<file path="src/rtl/msi_pkg.sv">
package msi_pkg;
  typedef enum logic [1:0] {
    ST_I = 2'd0,
    ST_S = 2'd1,
    ST_M = 2'd2
  } line_st_e;

  typedef enum logic [2:0] {
    CMD_NONE = 3'd0,
    CMD_RD   = 3'd1,
    CMD_RDX  = 3'd2,
    CMD_UPGR = 3'd3,
    CMD_WB   = 3'd4
  } bus_cmd_e;
endpackage

</file>
<file path="src/rtl/msi_line_store.sv">
module msi_line_store
  import msi_pkg::*;
#(
  parameter int LINES  = 4,
  parameter int TAG_W  = 6,
  parameter int DATA_W = 8,
  parameter int IDX_W  = $clog2(LINES)
) (
  input  logic              clk_i,
  input  logic              rst_ni,
  input  logic [IDX_W-1:0]  a_idx_i,
  output line_st_e          a_st_o,
  output logic [TAG_W-1:0]  a_tag_o,
  output logic [DATA_W-1:0] a_data_o,
  input  logic [IDX_W-1:0]  b_idx_i,
  output line_st_e          b_st_o,
  output logic [TAG_W-1:0]  b_tag_o,
  output logic [DATA_W-1:0] b_data_o,
  input  logic              fsm_we_i,
  input  logic [IDX_W-1:0]  fsm_idx_i,
  input  line_st_e          fsm_st_i,
  input  logic [TAG_W-1:0]  fsm_tag_i,
  input  logic [DATA_W-1:0] fsm_data_i,
  input  logic              snp_we_i,
  input  logic [IDX_W-1:0]  snp_idx_i,
  input  line_st_e          snp_st_i
);
  line_st_e          st_q   [LINES];
  logic [TAG_W-1:0]  tag_q  [LINES];
  logic [DATA_W-1:0] data_q [LINES];

  always_ff @(posedge clk_i or negedge rst_ni) begin
    if (!rst_ni) begin
      for (int i = 0; i < LINES; i++) begin
        st_q[i]   <= ST_I;
        tag_q[i]  <= '0;
        data_q[i] <= '0;
      end
    end else begin
      for (int i = 0; i < LINES; i++) begin
        if (fsm_we_i && fsm_idx_i == IDX_W'(i)) begin
          st_q[i]   <= fsm_st_i;
          tag_q[i]  <= fsm_tag_i;
          data_q[i] <= fsm_data_i;
        end else if (snp_we_i && snp_idx_i == IDX_W'(i)) begin
          st_q[i] <= snp_st_i;
        end
      end
    end
  end

  assign a_st_o   = st_q[a_idx_i];
  assign a_tag_o  = tag_q[a_idx_i];
  assign a_data_o = data_q[a_idx_i];
  assign b_st_o   = st_q[b_idx_i];
  assign b_tag_o  = tag_q[b_idx_i];
  assign b_data_o = data_q[b_idx_i];

  // own and snoop updates never target the same line in one cycle
  assert_single_writer_R12: assert property (@(posedge clk_i) disable iff (!rst_ni)
    !(fsm_we_i && snp_we_i && fsm_idx_i == snp_idx_i));

  for (genvar g = 0; g < LINES; g++) begin : g_chk
    // a line becomes valid only through the controller's own write port
    assert_valid_via_fill_R2: assert property (@(posedge clk_i) disable iff (!rst_ni)
      (st_q[g] == ST_I && !(fsm_we_i && fsm_idx_i == IDX_W'(g))) |=> st_q[g] == ST_I);
  end
endmodule

</file>
<file path="src/rtl/msi_snoop_unit.sv">
module msi_snoop_unit
  import msi_pkg::*;
#(
  parameter int ADDR_W = 8,
  parameter int DATA_W = 8,
  parameter int IDX_W  = 2,
  parameter int TAG_W  = ADDR_W - IDX_W
) (
  input  logic [2:0]        snp_cmd_i,
  input  logic [ADDR_W-1:0] snp_addr_i,
  input  logic              mig_inv_i,
  input  line_st_e          line_st_i,
  input  logic [TAG_W-1:0]  line_tag_i,
  input  logic [DATA_W-1:0] line_data_i,
  output logic [IDX_W-1:0]  idx_o,
  output logic              hit_o,
  output logic              we_o,
  output line_st_e          st_o,
  output logic              flush_o,
  output logic [DATA_W-1:0] data_o
);
  logic tag_hit;

  assign idx_o   = snp_addr_i[IDX_W-1:0];
  assign tag_hit = (line_st_i != ST_I) && (line_tag_i == snp_addr_i[ADDR_W-1:IDX_W]);

  always_comb begin
    hit_o   = 1'b0;
    we_o    = 1'b0;
    st_o    = line_st_i;
    flush_o = 1'b0;
    case (snp_cmd_i)
      CMD_RD: begin
        hit_o = tag_hit;
        if (tag_hit && line_st_i == ST_M) begin
          we_o    = 1'b1;
          flush_o = 1'b1;
          st_o    = mig_inv_i ? ST_I : ST_S;
        end
      end
      CMD_RDX, CMD_UPGR: begin
        hit_o = tag_hit;
        if (tag_hit) begin
          we_o    = 1'b1;
          st_o    = ST_I;
          flush_o = (line_st_i == ST_M);
        end
      end
      default: ;
    endcase
  end

  assign data_o = flush_o ? line_data_i : '0;
endmodule

</file>
<file path="src/rtl/msi_req_fsm.sv">
module msi_req_fsm
  import msi_pkg::*;
#(
  parameter int ADDR_W = 8,
  parameter int DATA_W = 8,
  parameter int IDX_W  = 2,
  parameter int TAG_W  = ADDR_W - IDX_W
) (
  input  logic              clk_i,
  input  logic              rst_ni,
  input  logic              cpu_req_i,
  input  logic              cpu_we_i,
  input  logic [ADDR_W-1:0] cpu_addr_i,
  input  logic [DATA_W-1:0] cpu_wdata_i,
  output logic [DATA_W-1:0] cpu_rdata_o,
  output logic              cpu_ready_o,
  output logic              bus_req_o,
  input  logic              bus_gnt_i,
  output logic [2:0]        bus_cmd_o,
  output logic [ADDR_W-1:0] bus_addr_o,
  output logic [DATA_W-1:0] bus_wdata_o,
  input  logic [DATA_W-1:0] bus_rdata_i,
  input  logic              snp_hit_i,
  input  logic [IDX_W-1:0]  snp_idx_i,
  output logic [IDX_W-1:0]  a_idx_o,
  input  line_st_e          a_st_i,
  input  logic [TAG_W-1:0]  a_tag_i,
  input  logic [DATA_W-1:0] a_data_i,
  output logic              wr_en_o,
  output line_st_e          wr_st_o,
  output logic [TAG_W-1:0]  wr_tag_o,
  output logic [DATA_W-1:0] wr_data_o
);
  typedef enum logic [1:0] {F_IDLE, F_WB, F_ACQ, F_RESP} fsm_e;

  fsm_e              state_q, state_d;
  logic              req_we_q;
  logic [ADDR_W-1:0] req_addr_q, cur_addr;
  logic [DATA_W-1:0] req_wdata_q;
  logic [DATA_W-1:0] rdata_q, rdata_d;
  logic              ready_q, ready_d;
  logic              latch;
  logic [IDX_W-1:0]  cur_idx;
  logic [TAG_W-1:0]  cur_tag;
  logic              tag_hit, snoop_block;
  bus_cmd_e          cmd;

  assign cur_addr    = (state_q == F_IDLE) ? cpu_addr_i : req_addr_q;
  assign cur_idx     = cur_addr[IDX_W-1:0];
  assign cur_tag     = cur_addr[ADDR_W-1:IDX_W];
  assign a_idx_o     = cur_idx;
  assign tag_hit     = (a_st_i != ST_I) && (a_tag_i == cur_tag);
  // hold off acceptance while a snoop touches the same line this cycle
  assign snoop_block = snp_hit_i && (snp_idx_i == cur_idx);

  always_comb begin
    state_d     = state_q;
    latch       = 1'b0;
    bus_req_o   = 1'b0;
    cmd         = CMD_NONE;
    bus_addr_o  = '0;
    bus_wdata_o = '0;
    wr_en_o     = 1'b0;
    wr_st_o     = a_st_i;
    wr_tag_o    = a_tag_i;
    wr_data_o   = a_data_i;
    ready_d     = 1'b0;
    rdata_d     = rdata_q;
    case (state_q)
      F_IDLE: begin
        if (cpu_req_i && !snoop_block) begin
          latch = 1'b1;
          if (!cpu_we_i && tag_hit) begin
            ready_d = 1'b1;
            rdata_d = a_data_i;
            state_d = F_RESP;
          end else if (cpu_we_i && tag_hit && a_st_i == ST_M) begin
            wr_en_o   = 1'b1;
            wr_data_o = cpu_wdata_i;
            ready_d   = 1'b1;
            state_d   = F_RESP;
          end else if (!tag_hit && a_st_i == ST_M) begin
            state_d = F_WB;
          end else begin
            state_d = F_ACQ;
          end
        end
      end
      F_WB: begin
        if (a_st_i == ST_M) begin
          bus_req_o   = 1'b1;
          cmd         = CMD_WB;
          bus_addr_o  = {a_tag_i, cur_idx};
          bus_wdata_o = a_data_i;
          if (bus_gnt_i) begin
            wr_en_o = 1'b1;
            wr_st_o = ST_I;
            state_d = F_ACQ;
          end
        end else begin
          // victim already taken by a snoop: nothing to write back
          state_d = F_ACQ;
        end
      end
      F_ACQ: begin
        bus_req_o  = 1'b1;
        bus_addr_o = cur_addr;
        if (req_we_q) cmd = (tag_hit && a_st_i == ST_S) ? CMD_UPGR : CMD_RDX;
        else          cmd = CMD_RD;
        if (bus_gnt_i) begin
          wr_en_o   = 1'b1;
          wr_tag_o  = cur_tag;
          wr_st_o   = req_we_q ? ST_M : ST_S;
          wr_data_o = req_we_q ? req_wdata_q : bus_rdata_i;
          rdata_d   = req_we_q ? rdata_q : bus_rdata_i;
          ready_d   = 1'b1;
          state_d   = F_RESP;
        end
      end
      default: state_d = F_IDLE;
    endcase
  end

  assign bus_cmd_o = cmd;

  always_ff @(posedge clk_i or negedge rst_ni) begin
    if (!rst_ni) begin
      state_q     <= F_IDLE;
      req_we_q    <= 1'b0;
      req_addr_q  <= '0;
      req_wdata_q <= '0;
      rdata_q     <= '0;
      ready_q     <= 1'b0;
    end else begin
      state_q <= state_d;
      ready_q <= ready_d;
      rdata_q <= rdata_d;
      if (latch) begin
        req_we_q    <= cpu_we_i;
        req_addr_q  <= cpu_addr_i;
        req_wdata_q <= cpu_wdata_i;
      end
    end
  end

  assign cpu_ready_o = ready_q;
  assign cpu_rdata_o = rdata_q;

  assert_ready_pulse_R1: assert property (@(posedge clk_i) disable iff (!rst_ni)
    cpu_ready_o |=> !cpu_ready_o);

  assert_m_only_on_grant_R10: assert property (@(posedge clk_i) disable iff (!rst_ni)
    (wr_en_o && wr_st_o == ST_M && a_st_i != ST_M) |-> (bus_req_o && bus_gnt_i));

  assert_wb_then_fill_R6: assert property (@(posedge clk_i) disable iff (!rst_ni)
    (bus_req_o && bus_gnt_i && bus_cmd_o == CMD_WB) |=> (bus_req_o && bus_cmd_o != CMD_WB));
endmodule

</file>
<file path="src/rtl/msi_snoop_ctrl.sv">
module msi_snoop_ctrl
  import msi_pkg::*;
#(
  parameter int ADDR_W = 8,
  parameter int DATA_W = 8,
  parameter int LINES  = 4
) (
  input  logic              clk_i,
  input  logic              rst_ni,
  input  logic              mig_inv_i,
  input  logic              cpu_req_i,
  input  logic              cpu_we_i,
  input  logic [ADDR_W-1:0] cpu_addr_i,
  input  logic [DATA_W-1:0] cpu_wdata_i,
  output logic [DATA_W-1:0] cpu_rdata_o,
  output logic              cpu_ready_o,
  output logic              bus_req_o,
  input  logic              bus_gnt_i,
  output logic [2:0]        bus_cmd_o,
  output logic [ADDR_W-1:0] bus_addr_o,
  output logic [DATA_W-1:0] bus_wdata_o,
  input  logic [DATA_W-1:0] bus_rdata_i,
  input  logic [2:0]        snp_cmd_i,
  input  logic [ADDR_W-1:0] snp_addr_i,
  output logic              snp_flush_o,
  output logic [DATA_W-1:0] snp_data_o
);
  localparam int IDX_W = $clog2(LINES);
  localparam int TAG_W = ADDR_W - IDX_W;

  logic [IDX_W-1:0]  a_idx, b_idx;
  line_st_e          a_st, b_st, wr_st, snp_st;
  logic [TAG_W-1:0]  a_tag, b_tag, wr_tag;
  logic [DATA_W-1:0] a_data, b_data, wr_data;
  logic              wr_en, snp_we, snp_hit;

  msi_line_store #(
    .LINES(LINES), .TAG_W(TAG_W), .DATA_W(DATA_W), .IDX_W(IDX_W)
  ) i_store (
    .clk_i      (clk_i),
    .rst_ni     (rst_ni),
    .a_idx_i    (a_idx),
    .a_st_o     (a_st),
    .a_tag_o    (a_tag),
    .a_data_o   (a_data),
    .b_idx_i    (b_idx),
    .b_st_o     (b_st),
    .b_tag_o    (b_tag),
    .b_data_o   (b_data),
    .fsm_we_i   (wr_en),
    .fsm_idx_i  (a_idx),
    .fsm_st_i   (wr_st),
    .fsm_tag_i  (wr_tag),
    .fsm_data_i (wr_data),
    .snp_we_i   (snp_we),
    .snp_idx_i  (b_idx),
    .snp_st_i   (snp_st)
  );

  msi_snoop_unit #(
    .ADDR_W(ADDR_W), .DATA_W(DATA_W), .IDX_W(IDX_W), .TAG_W(TAG_W)
  ) i_snoop (
    .snp_cmd_i   (snp_cmd_i),
    .snp_addr_i  (snp_addr_i),
    .mig_inv_i   (mig_inv_i),
    .line_st_i   (b_st),
    .line_tag_i  (b_tag),
    .line_data_i (b_data),
    .idx_o       (b_idx),
    .hit_o       (snp_hit),
    .we_o        (snp_we),
    .st_o        (snp_st),
    .flush_o     (snp_flush_o),
    .data_o      (snp_data_o)
  );

  msi_req_fsm #(
    .ADDR_W(ADDR_W), .DATA_W(DATA_W), .IDX_W(IDX_W), .TAG_W(TAG_W)
  ) i_fsm (
    .clk_i       (clk_i),
    .rst_ni      (rst_ni),
    .cpu_req_i   (cpu_req_i),
    .cpu_we_i    (cpu_we_i),
    .cpu_addr_i  (cpu_addr_i),
    .cpu_wdata_i (cpu_wdata_i),
    .cpu_rdata_o (cpu_rdata_o),
    .cpu_ready_o (cpu_ready_o),
    .bus_req_o   (bus_req_o),
    .bus_gnt_i   (bus_gnt_i),
    .bus_cmd_o   (bus_cmd_o),
    .bus_addr_o  (bus_addr_o),
    .bus_wdata_o (bus_wdata_o),
    .bus_rdata_i (bus_rdata_i),
    .snp_hit_i   (snp_hit),
    .snp_idx_i   (b_idx),
    .a_idx_o     (a_idx),
    .a_st_i      (a_st),
    .a_tag_i     (a_tag),
    .a_data_i    (a_data),
    .wr_en_o     (wr_en),
    .wr_st_o     (wr_st),
    .wr_tag_o    (wr_tag),
    .wr_data_o   (wr_data)
  );
endmodule

</file>
<file path="config.mk">
export PLATFORM = sky130hd
export DESIGN_NAME = msi_snoop_ctrl
export DESIGN_NICKNAME = d
export VERILOG_FILES = /design/src/rtl/msi_pkg.sv /design/src/rtl/msi_line_store.sv /design/src/rtl/msi_snoop_unit.sv /design/src/rtl/msi_req_fsm.sv /design/src/rtl/msi_snoop_ctrl.sv
export SDC_FILE = /design/constraint.sdc
export NUM_CORES = 1
export LEC_CHECK = 0
export BUFFER_PORTS_ARGS = -buffer_cell sky130_fd_sc_hd__buf_2
export CAP_MARGIN = 5
export CELL_PAD_IN_SITES_DETAIL_PLACEMENT = 0
export CELL_PAD_IN_SITES_GLOBAL_PLACEMENT = 1
export CORE_MARGIN = 2
export CORE_UTILIZATION = 37
export CTS_BUF_LIST = sky130_fd_sc_hd__clkbuf_8
export DETAILED_ROUTE_END_ITERATION = 8
export GPL_TIMING_DRIVEN = 0
export MAX_ROUTING_LAYER = met4
export PLACE_DENSITY_LB_ADDON = 0.1
export SLEW_MARGIN = 25
export SYNTH_ARGS = -nofsm -noshare
export SYNTH_HDL_FRONTEND = slang
export SYNTH_SLANG_ARGS = --single-unit
</file>
<file path="constraint.sdc">
create_clock -name clk_i -period 9.6 [get_ports clk_i]
set_clock_uncertainty 0.15 [all_clocks]
set_input_delay 1.92 -clock clk_i [delete_from_list [all_inputs] [get_ports clk_i]]
set_output_delay 1.92 -clock clk_i [all_outputs]
set_load 0.02 [all_outputs]
</file>
# Word-level counts from Yosys, hierarchy flattened
# Index checks and enable logic that the tools add are counted.
[word_totals] regBits=92
[classes] muxes=85 n_eq_ne=22 magnitude_cmp=2 bitwise=2 reduce_logical=35
[op_table] cell="8-bit 2-to-1 mux" n=18
[op_table] cell="2-bit 2-to-1 mux" n=25
[op_table] cell="8-bit one-hot mux with 2 select lines" n=3
[op_table] cell="6-bit 2-to-1 mux" n=6
[op_table] cell="8-bit binary-select mux with 2-bit select" n=2
[op_table] cell="6-bit binary-select mux with 2-bit select" n=2
[op_table] cell="1-bit logical AND" n=18
[op_table] cell="1-bit 2-to-1 mux" n=16
[op_table] cell="2-bit == test, second input constant" n=7
[op_table] cell="2-bit nonzero test" n=7
[op_table] cell="6-bit == test" n=2
[op_table] cell="2-bit binary-select mux with 2-bit select" n=2
[op_table] cell="2-bit by 1-bit == test with 1-bit output, second input constant" n=4
[op_table] cell="2-bit inequality test, second input constant" n=4
[op_table] cell="1-bit one-hot mux with 2 select lines" n=4
[op_table] cell="2-bit one-hot mux with 2 select lines" n=2
[op_table] cell="3-bit by 2-bit == test with 1-bit output, second input constant" n=2
[op_table] cell="3-bit greater-or-equal comparator, second input constant" n=2
[op_table] cell="2-bit zero test" n=3
[op_table] cell="3-bit 2-to-1 mux" n=2
[op_table] cell="2-bit inverter with 3-bit output" n=2
[op_table] cell="2-bit one-hot mux with 3 select lines" n=1
[op_table] cell="3-bit one-hot mux with 2 select lines" n=1
[op_table] cell="5-bit AND reduction" n=1
[op_table] cell="other kinds (8)" n=10

# Logic depth before layout (Yosys ltp)
[logic_depth] ltp_word=16 depth_mapped=15 depth_no_buf=10

# Hierarchy
# Synthesis repeated with hierarchy kept, for this count alone.
[unflattened] cells_unflattened=478 hier_area_um2=5586.6
[by_module_without_submodules] mod="msi_line_store" cells_each=227 n_inst=1 seq_area_each_um2=1601.5 area_per_inst_um2=3259.4
[by_module_without_submodules] mod="msi_req_fsm" cells_each=219 n_inst=1 seq_area_each_um2=700.7 area_per_inst_um2=2102.0
[by_module_without_submodules] mod="msi_snoop_unit" cells_each=32 n_inst=1 seq_area_each_um2=0.0 area_per_inst_um2=225.2

# Least setup slack after synthesis
# No wires, ideal clock.
[synth_path] path_type="input port to output port" start="input cpu_addr_i[1]" end="output bus_cmd_o[0]" path_buffers=0 path_slack_ns=3.753 stages=8 arrival_time_ns=3.777 path_cell_list="nor3b_1 o21bai_1 o2111ai_1 xnor2_1 nand4_1 nor2_1 nand3_1 a21oi_1"
[synth_via] elab_chain_len=11 word_cells_on_any_way=16
[synth_lines] element="start: declaration" line="msi_snoop_ctrl.sv:13" source="input logic [ADDR_W-1:0] cpu_addr_i,"
[synth_lines] element="8-bit 2-to-1 mux *" line="msi_req_fsm.sv:48" source="assign cur_addr = (state_q == F_IDLE) ? cpu_addr_i : req_addr_q;"
[synth_lines] element="2-bit inverter with 3-bit output (not written as such) *" line="msi_line_store.sv:52, msi_line_store.sv:53"
[synth_lines] element="6-bit binary-select mux with 2-bit select / 2-bit binary-select mux with 2-bit select (equally long branches)" line="msi_line_store.sv:53, msi_line_store.sv:52"
[synth_lines] element="6-bit 2-to-1 mux (not written as such) / 2-bit 2-to-1 mux (equally long branches) (2 in series)" line="msi_line_store.sv:53, msi_line_store.sv:52"
[synth_lines] element="6-bit == test / 2-bit nonzero test (equally long branches)" line="msi_req_fsm.sv:52" source="assign tag_hit = (a_st_i != ST_I) && (a_tag_i == cur_tag);"
[synth_lines] element="1-bit logical AND" line="msi_req_fsm.sv:52"
[synth_lines] element="1-bit logical AND *" line="msi_req_fsm.sv:108" source="if (req_we_q) cmd = (tag_hit && a_st_i == ST_S) ? CMD_UPGR : CMD_RDX;"
[synth_lines] element="1-bit 2-to-1 mux *" line="msi_req_fsm.sv:108"
[synth_lines] element="3-bit 2-to-1 mux *" line="msi_req_fsm.sv:108"
[synth_lines] element="3-bit one-hot mux with 2 select lines *" line="msi_req_fsm.sv:69" source="case (state_q)"
[synth_lines] element="end: declaration" line="msi_snoop_ctrl.sv:19" source="output logic [2:0] bus_cmd_o,"
# Every way passes the cells marked *; elsewhere a longest branch is shown, timed or not. The select of a mux whose other input is x is not followed.

# Final worst setup path
[layout_path] start="input cpu_addr_i[0]" end="output bus_cmd_o[0]"
# The elaborated chain is that of the path after synthesis.

==> impl_results.rst <==
.. list-table::
   :header-rows: 1

   * - Metric
     - Value
   * - Status
     - finished clean
   * - Arrival time at the worst endpoint
     - 4.62 ns
   * - Core area
     - 17200 um2
   * - # Max-Cap Violations
     - 0
   * - Final WL
     - 19800 um
   * - Pleak
     - 3.17 nW
   * - Uppermost metal layer occupied by signal nets
     - met4
   * - Detailed Route Iter0 Violations
     - 313
   * - Number of global-route vias before repair
     - 5068
   * - CTS tree
     - built
   * - Hold path depth
     - 1
   * - Number of core rows
     - 48
   * - Global route overflow
     - 0
   * - Filler Cell Count
     - 1707
   * - Cell at the slowest stage of the critical path
     - sky130_fd_sc_hd__nand4_1
   * - Slew headroom
     - 0.394
   * - Post-Synth Adder-Cell Area
     - 0.00777
   * - Total I/O pin count
     - 79
   * - Mean post-synth cell area
     - 10.8 um2
   * - P_sw
     - 1.26 mW
   * - Total number of H-tree levels
     - 3
   * - Post-DRT Antenna Nets
     - 0
   * - Clock period minus final worst setup slack
     - 6.69 ns
   * - Post-Synthesis Cells
     - 595
   * - Critical path launch point type
     - input port
   * - Cell depth of the worst setup path
     - 11
   * - Combined buffer and inverter count along the critical path
     - 3
   * - Synth warnings
     - 0
   * - Register area
     - 2300 um2
   * - Classification of the worst setup path
     - input port to output pin
   * - Power density over the cells
     - 357 nW/um2
   * - Clock power share
     - 0.111
   * - Die outline area
     - 18500 um2
   * - Number of flip-flops and latches in the synthesized netlist
     - 92
   * - Gate family responsible for the most delay along the worst path
     - simple AND/OR/NAND/NOR gates
   * - Number of buffers added by the clock tree synthesis step
     - 9
   * - Post-layout net count
     - 728
   * - Chip Height
     - 136 um
   * - Area added between synthesis and finish
     - 14.2%
   * - Effective utilization at floorplan
     - 0.375
   * - Largest vdd supply drop
     - 0.000120 V
   * - Setup repair after global routing missed its margin
     - no
   * - Width of the die
     - 136 um
   * - Critical Path RT
     - 7.53 ns
   * - Number of remaining DRC errors
     - 0
   * - Sequential-to-total area share from yosys stat
     - 0.358
   * - Count of flip-flops with a built-in enable after synthesis
     - 0
   * - Via count
     - 5152
   * - Port buffer count
     - 75
   * - Class of the worst hold path
     - flop to flop
   * - Most common library cell in the layout ignoring fill and taps
     - sky130_fd_sc_hd__dfrtp_1
   * - Tcrit/Tclk final
     - 0.697
   * - Area fraction in and, or, nand and nor cells after synthesis
     - 0.102
   * - Measured slew at the worst slew-check pin
     - 0.910 ns
   * - Fraction of final layout cells with drive strength greater than 1
     - 0.321
   * - All-Layer GR Usage
     - 0.226
   * - Combined area of all synthesized cells
     - 6440 um2
   * - Max Root-Sink Buffers
     - 2
   * - Placed wire-length estimate after detailed placement
     - 14900 um
   * - Final RePlAce weighted congestion
     - 0.861
   * - Dominant combinational cell family by area after synthesis
     - multiplexers
   * - Switching power share of the total
     - 0.479
   * - Number of iterations in the first detailed-routing pass
     - 5
   * - Post-route met1 wirelength
     - 9610 um
   * - Largest stage delay, worst path
     - 0.41 ns
   * - Combinational share of power
     - 0.630
   * - Register clock-pin slew on the reported worst setup and hold paths
     - 0.11 ns
   * - Met3 WL
     - 1100 um
   * - Multiplexer share of the synthesized area
     - 0.300
   * - Area of all placed cells without fillers
     - 7360 um2
   * - Global-route wire length before repair
     - 30300 um
   * - Sequential fraction of design power
     - 0.259
   * - Per-cell routed wire length
     - 21.7 um
   * - Fmax
     - 149 MHz
   * - Most frequent cells in the layout
     - 92 x sky130_fd_sc_hd__dfrtp_1, 82 x sky130_fd_sc_hd__buf_2, 67 x sky130_fd_sc_hd__mux2i_1, 52 x sky130_fd_sc_hd__mux2_2, 44 x sky130_fd_sc_hd__inv_1
   * - Area fraction in compound gates after synthesis
     - 0.145
   * - Final setup violation count
     - 0
   * - Setup_tns
     - 0 ns
   * - Initial antenna violation count
     - 0
   * - # resized after CTS
     - 0
   * - Area used by multi-input combinational logic
     - 3750 um2
   * - Hold-fix buffers at CTS
     - 0
   * - Placed Area
     - 7140 um2
   * - Critical-path maximum fanout
     - 10
   * - Setup repair bufs after CTS
     - 0
   * - Synthesized net count
     - 640
   * - # diodes
     - 0
   * - Commonest register cell after synthesis
     - sky130_fd_sc_hd__dfrtp_1
   * - Maximum number of pins on one net before global-route repair
     - 63
   * - Clock Root Buffer
     - sky130_fd_sc_hd__clkbuf_8
   * - Critical Path, Cell by Cell
     - buf_2 -> clkbuf_1 -> nand3_1 -> a21o_1 -> o2111ai_1 -> xnor2_1 -> nand4_1 -> nor2_1 -> nand3_1 -> a21oi_1 -> buf_2
   * - Final Slew Violations
     - 0
   * - Final-layout worst hold slack
     - 0.360 ns
   * - Detailed-route vias per instance
     - 5.64
   * - Depth of the worst register-to-register path
     - 13
   * - Synth cell types
     - 61
   * - Fraction of registers with async set/reset
     - 1.00
   * - Detailed-routed wire length on met2
     - 8790 um
   * - Parity-gate share of the synthesized area counting xor and xnor cells
     - 0.0258
   * - TritonCTS sink count
     - 92
   * - Internal power component
     - 1.37 mW
   * - Hold Fails Final Rpt
     - 0
   * - Category of the worst setup path capture point
     - output pin
   * - Insertion delay of the later-clocked pin in the worst-skew pair
     - 0.39 ns
## final cells by class
cell class | count | share of cell area
Timing Repair Buffer | 77 | 0.0566
Clock inverter | 6 | 0.00970
Buffer | 37 | 0.0315
Inverter | 44 | 0.0225
Multi-Input combinational cell | 422 | 0.510
Sequential cell | 92 | 0.313
Clock buffer | 10 | 0.0187
Tap cell | 225 | 0.0383
## flip-flops by register name (all words and copies together) (netlist names)
register / flops
i_store.data_q: 32
i_fsm.req_we_q: 1
i_fsm.req_wdata_q: 8
i_fsm.state_q: 2
i_fsm.cpu_rdata_o: 8
i_fsm.req_addr_q: 8
i_store.st_q: 8
i_store.tag_q: 24
i_fsm.cpu_ready_o: 1
## cells in the mapped netlist (all sizes together) (6+ instances only)
| master | n | area [um2] |
|---|---|---|
| dfrtp | 92 | 2300 |
| mux2i | 70 | 729 |
| mux2 | 52 | 586 |
| inv | 44 | 165 |
| nand2 | 34 | 128 |
| o21ai | 30 | 150 |
| mux4 | 27 | 616 |
| buf | 25 | 186 |
| a21oi | 18 | 135 |
| nor2 | 18 | 67.6 |
| xnor2 | 17 | 149 |
| or2 | 15 | 93.8 |
| nor2b | 13 | 81.3 |
| o22ai | 13 | 81.3 |
| clkbuf | 12 | 45.0 |
| nand3 | 10 | 50.1 |
| o32ai | 8 | 70.1 |
| a211oi | 7 | 52.6 |
| a31oi | 7 | 43.8 |
| o41ai | 7 | 68.8 |
| a21o | 6 | 45.0 |
| o21bai | 6 | 45.0 |
| o32a | 6 | 60.1 |
## final timing paths
kind / slack [ns] / endpoint / startpoint
hold / removal: 0.36 / i_fsm.cpu_rdata_o[1] / i_fsm.cpu_rdata_o[1]
setup / recovery: 2.91 / bus_cmd_o[0] / cpu_addr_i[0]
min in group asynchronous: 1.24 / i_fsm.cpu_rdata_o[4] / rst_ni
setup reg to reg: 5.60 / i_store.data_q[0] / i_fsm.state_q[1]
hold reg to reg: 0.36 / i_fsm.cpu_rdata_o[1] / i_fsm.cpu_rdata_o[1]
max in group asynchronous: 7.42 / i_store.tag_q[6] / rst_ni
## routing by layer
metal  vias to the layer above  GRT usage
met3                        18     0.0373
met4                         0     0.0694
li1                       2387          -
met5                         -          -
met2                       141      0.329
met1                      2606      0.324
## cell families after synthesis
logic type	after synthesis
fa+ha+maj	4
compound gates	127
simple gates	123
xor+xnor	19
flops	92
buf+inv	81
mux	149
## per-stage QoR
stage,util,cells,worst slack [ns],power (mW)
4_1_cts,0.428,913,2.70,2.63
6_report,0.428,913,2.91,2.63
2_1_floorplan,-,595,3.75,1.85
3_5_place_dp,0.416,897,2.71,2.33
5_1_grt,0.428,913,2.65,2.81
3_3_place_gp,0.413,895,2.71,2.28
## power groups by stage
| stage | Clock [mW] | Sequential (mW) | Combinational (mW) |
|---|---|---|---|
| 3_5_place_dp | 0 | 0.687 | 1.64 |
| 2_1_floorplan | 0 | 0.668 | 1.19 |
| 6_report | 0.292 | 0.681 | 1.65 |
| 4_1_cts | 0.301 | 0.679 | 1.65 |
| 3_3_place_gp | 0 | 0.675 | 1.61 |
| 5_1_grt | 0.317 | 0.704 | 1.79 |
(Power assumes the default switching activity.)
